--- src/rtl/skip_eval_pkg.sv ---
// Shared widths, opcode constants and the instruction class type for the
// skip evaluator. Assumes a 16-bit instruction word whose top bits select
// the skip group.
package skip_eval_pkg;
    localparam int WORD_W = 16;
    localparam int CC_N   = 4;
    localparam int SW_N   = 8;

    localparam int CC_HI_W = WORD_W - CC_N;
    localparam int SW_HI_W = WORD_W - SW_N;

    // Opcode prefixes and exact codes of the skip group.
    localparam logic [CC_HI_W-1:0] OP_CC_HI  = 12'h2F0;
    localparam logic [SW_HI_W-1:0] OP_SW_HI  = 8'h27;
    localparam logic [WORD_W-1:0]  OP_ACC_NEG = 16'h2800;
    localparam logic [WORD_W-1:0]  OP_ACC_POS = 16'h2820;
    localparam logic [WORD_W-1:0]  OP_ACC_EVN = 16'h2840;
    localparam logic [WORD_W-1:0]  OP_Q_EVN   = 16'h2860;

    typedef enum logic [2:0] {
        CLS_NONE,
        CLS_CCMASK,
        CLS_ACC_NEG,
        CLS_ACC_POS,
        CLS_ACC_EVEN,
        CLS_Q_EVEN,
        CLS_SWITCH
    } skip_class_e;
endpackage

--- src/rtl/skip_class_decode.sv ---
// Classifies an instruction word into one of the skip classes.
// Assumes the opcode constants of skip_eval_pkg. Words that match none
// of them map to CLS_NONE.
module skip_class_decode
    import skip_eval_pkg::*;
(
    input  logic [WORD_W-1:0] instr_word,
    output skip_class_e       cls
);
    // Match the prefix groups first, then the exact single-word codes.
    always_comb begin
        if (instr_word[WORD_W-1:CC_N] == OP_CC_HI)
            cls = CLS_CCMASK;
        else if (instr_word[WORD_W-1:SW_N] == OP_SW_HI)
            cls = CLS_SWITCH;
        else if (instr_word == OP_ACC_NEG)
            cls = CLS_ACC_NEG;
        else if (instr_word == OP_ACC_POS)
            cls = CLS_ACC_POS;
        else if (instr_word == OP_ACC_EVN)
            cls = CLS_ACC_EVEN;
        else if (instr_word == OP_Q_EVN)
            cls = CLS_Q_EVEN;
        else
            cls = CLS_NONE;
    end
endmodule

--- src/rtl/skip_cc_match.sv ---
// Tests the condition-code toggles against a mask. Mask and toggles share
// bit order {zero, plus, minus, overflow}. An all-ones mask skips
// unconditionally. Assumes the caller qualifies the result by class.
module skip_cc_match
    import skip_eval_pkg::*;
(
    input  logic [CC_N-1:0] mask,
    input  logic [CC_N-1:0] toggles,
    output logic            hit
);
    logic [CC_N-1:0] sel;

    // One AND gate per condition toggle.
    for (genvar i = 0; i < CC_N; i++) begin : g_sel
        assign sel[i] = mask[i] & toggles[i];
    end

    // Any selected toggle, or the unconditional mask, gives a skip.
    assign hit = (&mask) | (|sel);

    // The zero mask must never report a hit.
    always_comb begin
        if (mask == '0)
            AST_ZERO_MASK_QUIET: assert (!hit);
    end
endmodule

--- src/rtl/skip_operand_test.sv ---
// Evaluates the operand-based skip tests: accumulator sign, accumulator
// and Q parity, and the sense-switch mask. Returns 0 for any class it does
// not own, including the condition-code class.
module skip_operand_test
    import skip_eval_pkg::*;
(
    input  skip_class_e     cls,
    input  logic            acc_sign,
    input  logic            acc_lsb,
    input  logic            q_lsb,
    input  logic [SW_N-1:0] sw_state,
    input  logic [SW_N-1:0] sw_mask,
    output logic            hit
);
    // Select the one test that belongs to the decoded class.
    always_comb begin
        unique case (cls)
            CLS_ACC_NEG:  hit = acc_sign;
            CLS_ACC_POS:  hit = !acc_sign;
            CLS_ACC_EVEN: hit = !acc_lsb;
            CLS_Q_EVEN:   hit = !q_lsb;
            CLS_SWITCH:   hit = |(sw_state & sw_mask);
            default:      hit = 1'b0;
        endcase
    end
endmodule

--- src/rtl/skip_evaluator.sv ---
// Top of the skip evaluator. Decodes the strobed instruction, runs the
// condition-code and operand tests combinationally, and registers a
// one-cycle skip pulse. Assumes the operands are valid in the strobe
// cycle. Reset is synchronous and active low.
module skip_evaluator
    import skip_eval_pkg::*;
(
    input  logic              clk,
    input  logic              rst_n,
    input  logic              instr_strobe,
    input  logic [WORD_W-1:0] instr_word,
    input  logic [WORD_W-1:0] acc_word,
    input  logic [WORD_W-1:0] q_word,
    input  logic [SW_N-1:0]   sense_sw,
    input  logic              cc_zero,
    input  logic              cc_plus,
    input  logic              cc_minus,
    input  logic              cc_ovfl,
    output logic              skip_pulse
);
    skip_class_e     cls;
    logic [CC_N-1:0] toggles;
    logic            cc_hit;
    logic            op_hit;
    logic            decide;
    logic            operand_bits_unused;

    assign toggles = {cc_zero, cc_plus, cc_minus, cc_ovfl};
    assign operand_bits_unused = ^{acc_word[WORD_W-2:1], q_word[WORD_W-1:1]};

    skip_class_decode u_decode (
        .instr_word (instr_word),
        .cls        (cls)
    );

    skip_cc_match u_cc (
        .mask    (instr_word[CC_N-1:0]),
        .toggles (toggles),
        .hit     (cc_hit)
    );

    skip_operand_test u_operand (
        .cls      (cls),
        .acc_sign (acc_word[WORD_W-1]),
        .acc_lsb  (acc_word[0]),
        .q_lsb    (q_word[0]),
        .sw_state (sense_sw),
        .sw_mask  (instr_word[SW_N-1:0]),
        .hit      (op_hit)
    );

    // Merge the two test paths by class.
    assign decide = (cls == CLS_CCMASK) ? cc_hit : op_hit;

    // Register the decision as a single pulse per strobe.
    always_ff @(posedge clk) begin
        if (!rst_n)
            skip_pulse <= 1'b0;
        else
            skip_pulse <= instr_strobe & decide;
    end

    AST_IDLE_QUIET: assert property (@(posedge clk) disable iff (!rst_n)
        !instr_strobe |=> !skip_pulse);

    AST_UNCOND_MASK: assert property (@(posedge clk) disable iff (!rst_n)
        (instr_strobe && instr_word[WORD_W-1:CC_N] == OP_CC_HI
         && &instr_word[CC_N-1:0]) |=> skip_pulse);

    AST_SIGN_NEG: assert property (@(posedge clk) disable iff (!rst_n)
        (instr_strobe && instr_word == OP_ACC_NEG)
        |=> skip_pulse == $past(acc_word[WORD_W-1]));

    AST_SIGN_POS: assert property (@(posedge clk) disable iff (!rst_n)
        (instr_strobe && instr_word == OP_ACC_POS)
        |=> skip_pulse != $past(acc_word[WORD_W-1]));

    AST_FOREIGN_QUIET: assert property (@(posedge clk) disable iff (!rst_n)
        (instr_strobe && cls == CLS_NONE) |=> !skip_pulse);
endmodule

--- config.mk ---
export PLATFORM = sky130hd
export DESIGN_NAME = skip_evaluator
export DESIGN_NICKNAME = d
export VERILOG_FILES = /design/src/rtl/skip_eval_pkg.sv /design/src/rtl/skip_class_decode.sv /design/src/rtl/skip_cc_match.sv /design/src/rtl/skip_operand_test.sv /design/src/rtl/skip_evaluator.sv
export SDC_FILE = /design/constraint.sdc
export NUM_CORES = 1
export LEC_CHECK = 0
export ABC_AREA = 0
export BUFFER_PORTS_ARGS = -buffer_cell sky130_fd_sc_hd__buf_2
export CORE_AREA = 2 2 39 41
export DETAILED_ROUTE_END_ITERATION = 10
export DIE_AREA = 0 0 41 43
export PLACE_DENSITY = 0.75
export SYNTH_ARGS = -nofsm -noshare
export SYNTH_HDL_FRONTEND = slang
export SYNTH_SLANG_ARGS = --single-unit
--- constraint.sdc ---
create_clock -name clk -period 2.5 [get_ports clk]
set_input_delay 0.5 -clock clk [delete_from_list [all_inputs] [get_ports clk]]
set_output_delay 0.5 -clock clk [all_outputs]
set_load 0.02 [all_outputs]
==> out/metrics.cfg <==
[power_and_ir_drop]
vdd_ir_drop_max_mv=0.0297
power_density_nw_per_um2=156
p_leak_nw=0.214

[worst_setup_path]
cp-start-kind=input port
startpoint=instr_word[12]
end_kind=register
worstPathArrival_ns=1.95
crit_required_ns=2.44
critPathKind=input port to register
crit_path_max_fanout=2

[floorplan]
dieHeight_um=43
io_pins=64
die_w_um=41
coreArea_um2=1380
dieArea_um2=1760
std_cell_rows=14
initial_utilization_pct=16.8

[global_routing]
grt_max_degree=6
overflow=0
grt_use_total_pct=9.30
grt_pass1_wl_um=1220
grt_antenna_before_repair=0
grt_pass1_vias=352

[yosys]
yosys_warnings=0
ys_seq_area_share_pct=8.60
synth_nets=92
synth-adder-area-share_pct=0
syn-cell-area_um2=233
postSynthCellCount=29
yosys.area.top_type=a22oi_1
synth_top_family_by_area=compound AO/OA/AOI/OAI gates
synth_compound_area_share_pct=50.5
synth_area_per_cell_um2=8.02
synth_top_area_share_pct=12.9
ys_types=23
synth_xor_area_share_pct=0
synth-simple-area-share_pct=32.8
synthMuxAreaShare_pct=4.84
synthTopCellsByArea=a22oi_1, dfxtp_1, a221oi_1, or4b_4, nand4_1
ys_ff_latch=1

[routing]
dr.pass1.iters=2
wirelength_um=857
viasPerCell=4.97
antenna_left=0
drc=0
vias=393
wl_per_cell_um=10.8
drt_iter0_drc=3

[placed_design]
gp_congestion=0.744
port_buffers=34
dp_cells=79
dpl_worst_slack_ns=0.482

[sta]
tightest_slew_ns=0.393
period_share_pct=80.4
drv_slew=0
fin_ws_ns=0.490
slew_headroom_pct=73.7
whs_ns=0.767
timing.final.crit_period_ns=2.01
fmax_mhz=498
hold_viol=0
setup_viol=0
rsz0062_at_grt=false
fin_tns_setup_ns=0

[layout]
largest_reg_flops=1
layout.cells.non_filler=79
regMostFlops=skip_pulse
nNetsFinal=128
layout_common_cells=buf_2, a22oi_1, a221oi_1, nand4_1, inv_1
utilization_pct=30.6
area_delta_synth_final_pct=81.7
fill_cells=165
drive_above_1_share_pct=58.7
final_common_cell=buf_2
antennaDiodeCount=0
reg_top3=skip_pulse: 1 flops

[worst_hold_path]
worstHoldStart=rst_n
min_path_type=input port to register

[clock_network]
ctsHoldBuffers=0
cts_resized=0
cts_setup_buffers=0
cts.clk_slew.worst_paths_ns=0

[flow_run]
max_cap_viol_count=0

[run_status]
outcome=completed

Yosys cell counts:
master and instances:
or3b_1 1, nor4_1 1, a22o_1 1, or4b_4 1
nand4_1 2, nand3_1 1, a221oi_1 2, nor3_1 1
a2111oi_1 1, or3_1 1, and3_1 1, a21boi_0 1
a211o_1 1, nand2_1 1, dfxtp_1 1, mux2_2 1
o2111a_1 1, a2bb2oi_1 1, a22oi_1 4, inv_1 2
o311ai_0 1, or3b_2 1, a31oi_1 1
per-layer routing:
layer	GRT usage [%]	up-vias	routed length, µm
met4	0	0	0
li1	-	200	-
met5	0	-	0
met1	9.52	173	337
met2	19.7	20	438
met3	0	0	80
layout make-up:
class | instances | area, µm² | area share [%]
multi-input combinational | 26 | 205 | 48.5
timing repair buffer | 34 | 170 | 40.2
sequential | 1 | 20.0 | 4.73
tap | 16 | 20.0 | 4.73
inverter | 2 | 7.51 | 1.78
worst paths after layout:
kind	cells past startpoint	slack (ns)	end
worst max-delay path	5	0.49	skip_pulse
worst min-delay path	2	0.77	skip_pulse
critical path, stage by stage:
cell and delay, ns:
buf_2 0.09, or4b_4 0.53, a211o_1 0.23, a2111oi_1 0.38, o2111a_1 0.21
power breakdown:
group / switching [mW] / internal (mW)
clock: 0 / 0
sequential: 0.000000622 / 0.0163
combinational: 0.0203 / 0.0293
cells by family after synthesis:
kind of cell,count (synthesis)
AOI/OAI and AO/OA,14
and+or+nand+nor,11
buffers and inverters,2
muxes,1
DFF,1
stage by stage:
stage                     total power [mW]  instance area (µm²)
after floorplan                     0.0322                  233
after CTS                           0.0665                  423
after global routing                0.0711                  423
final                               0.0658                  423
after global placement              0.0648                  423
after detailed placement            0.0664                  423
Note: power is estimated with default switching activity, not from simulation.
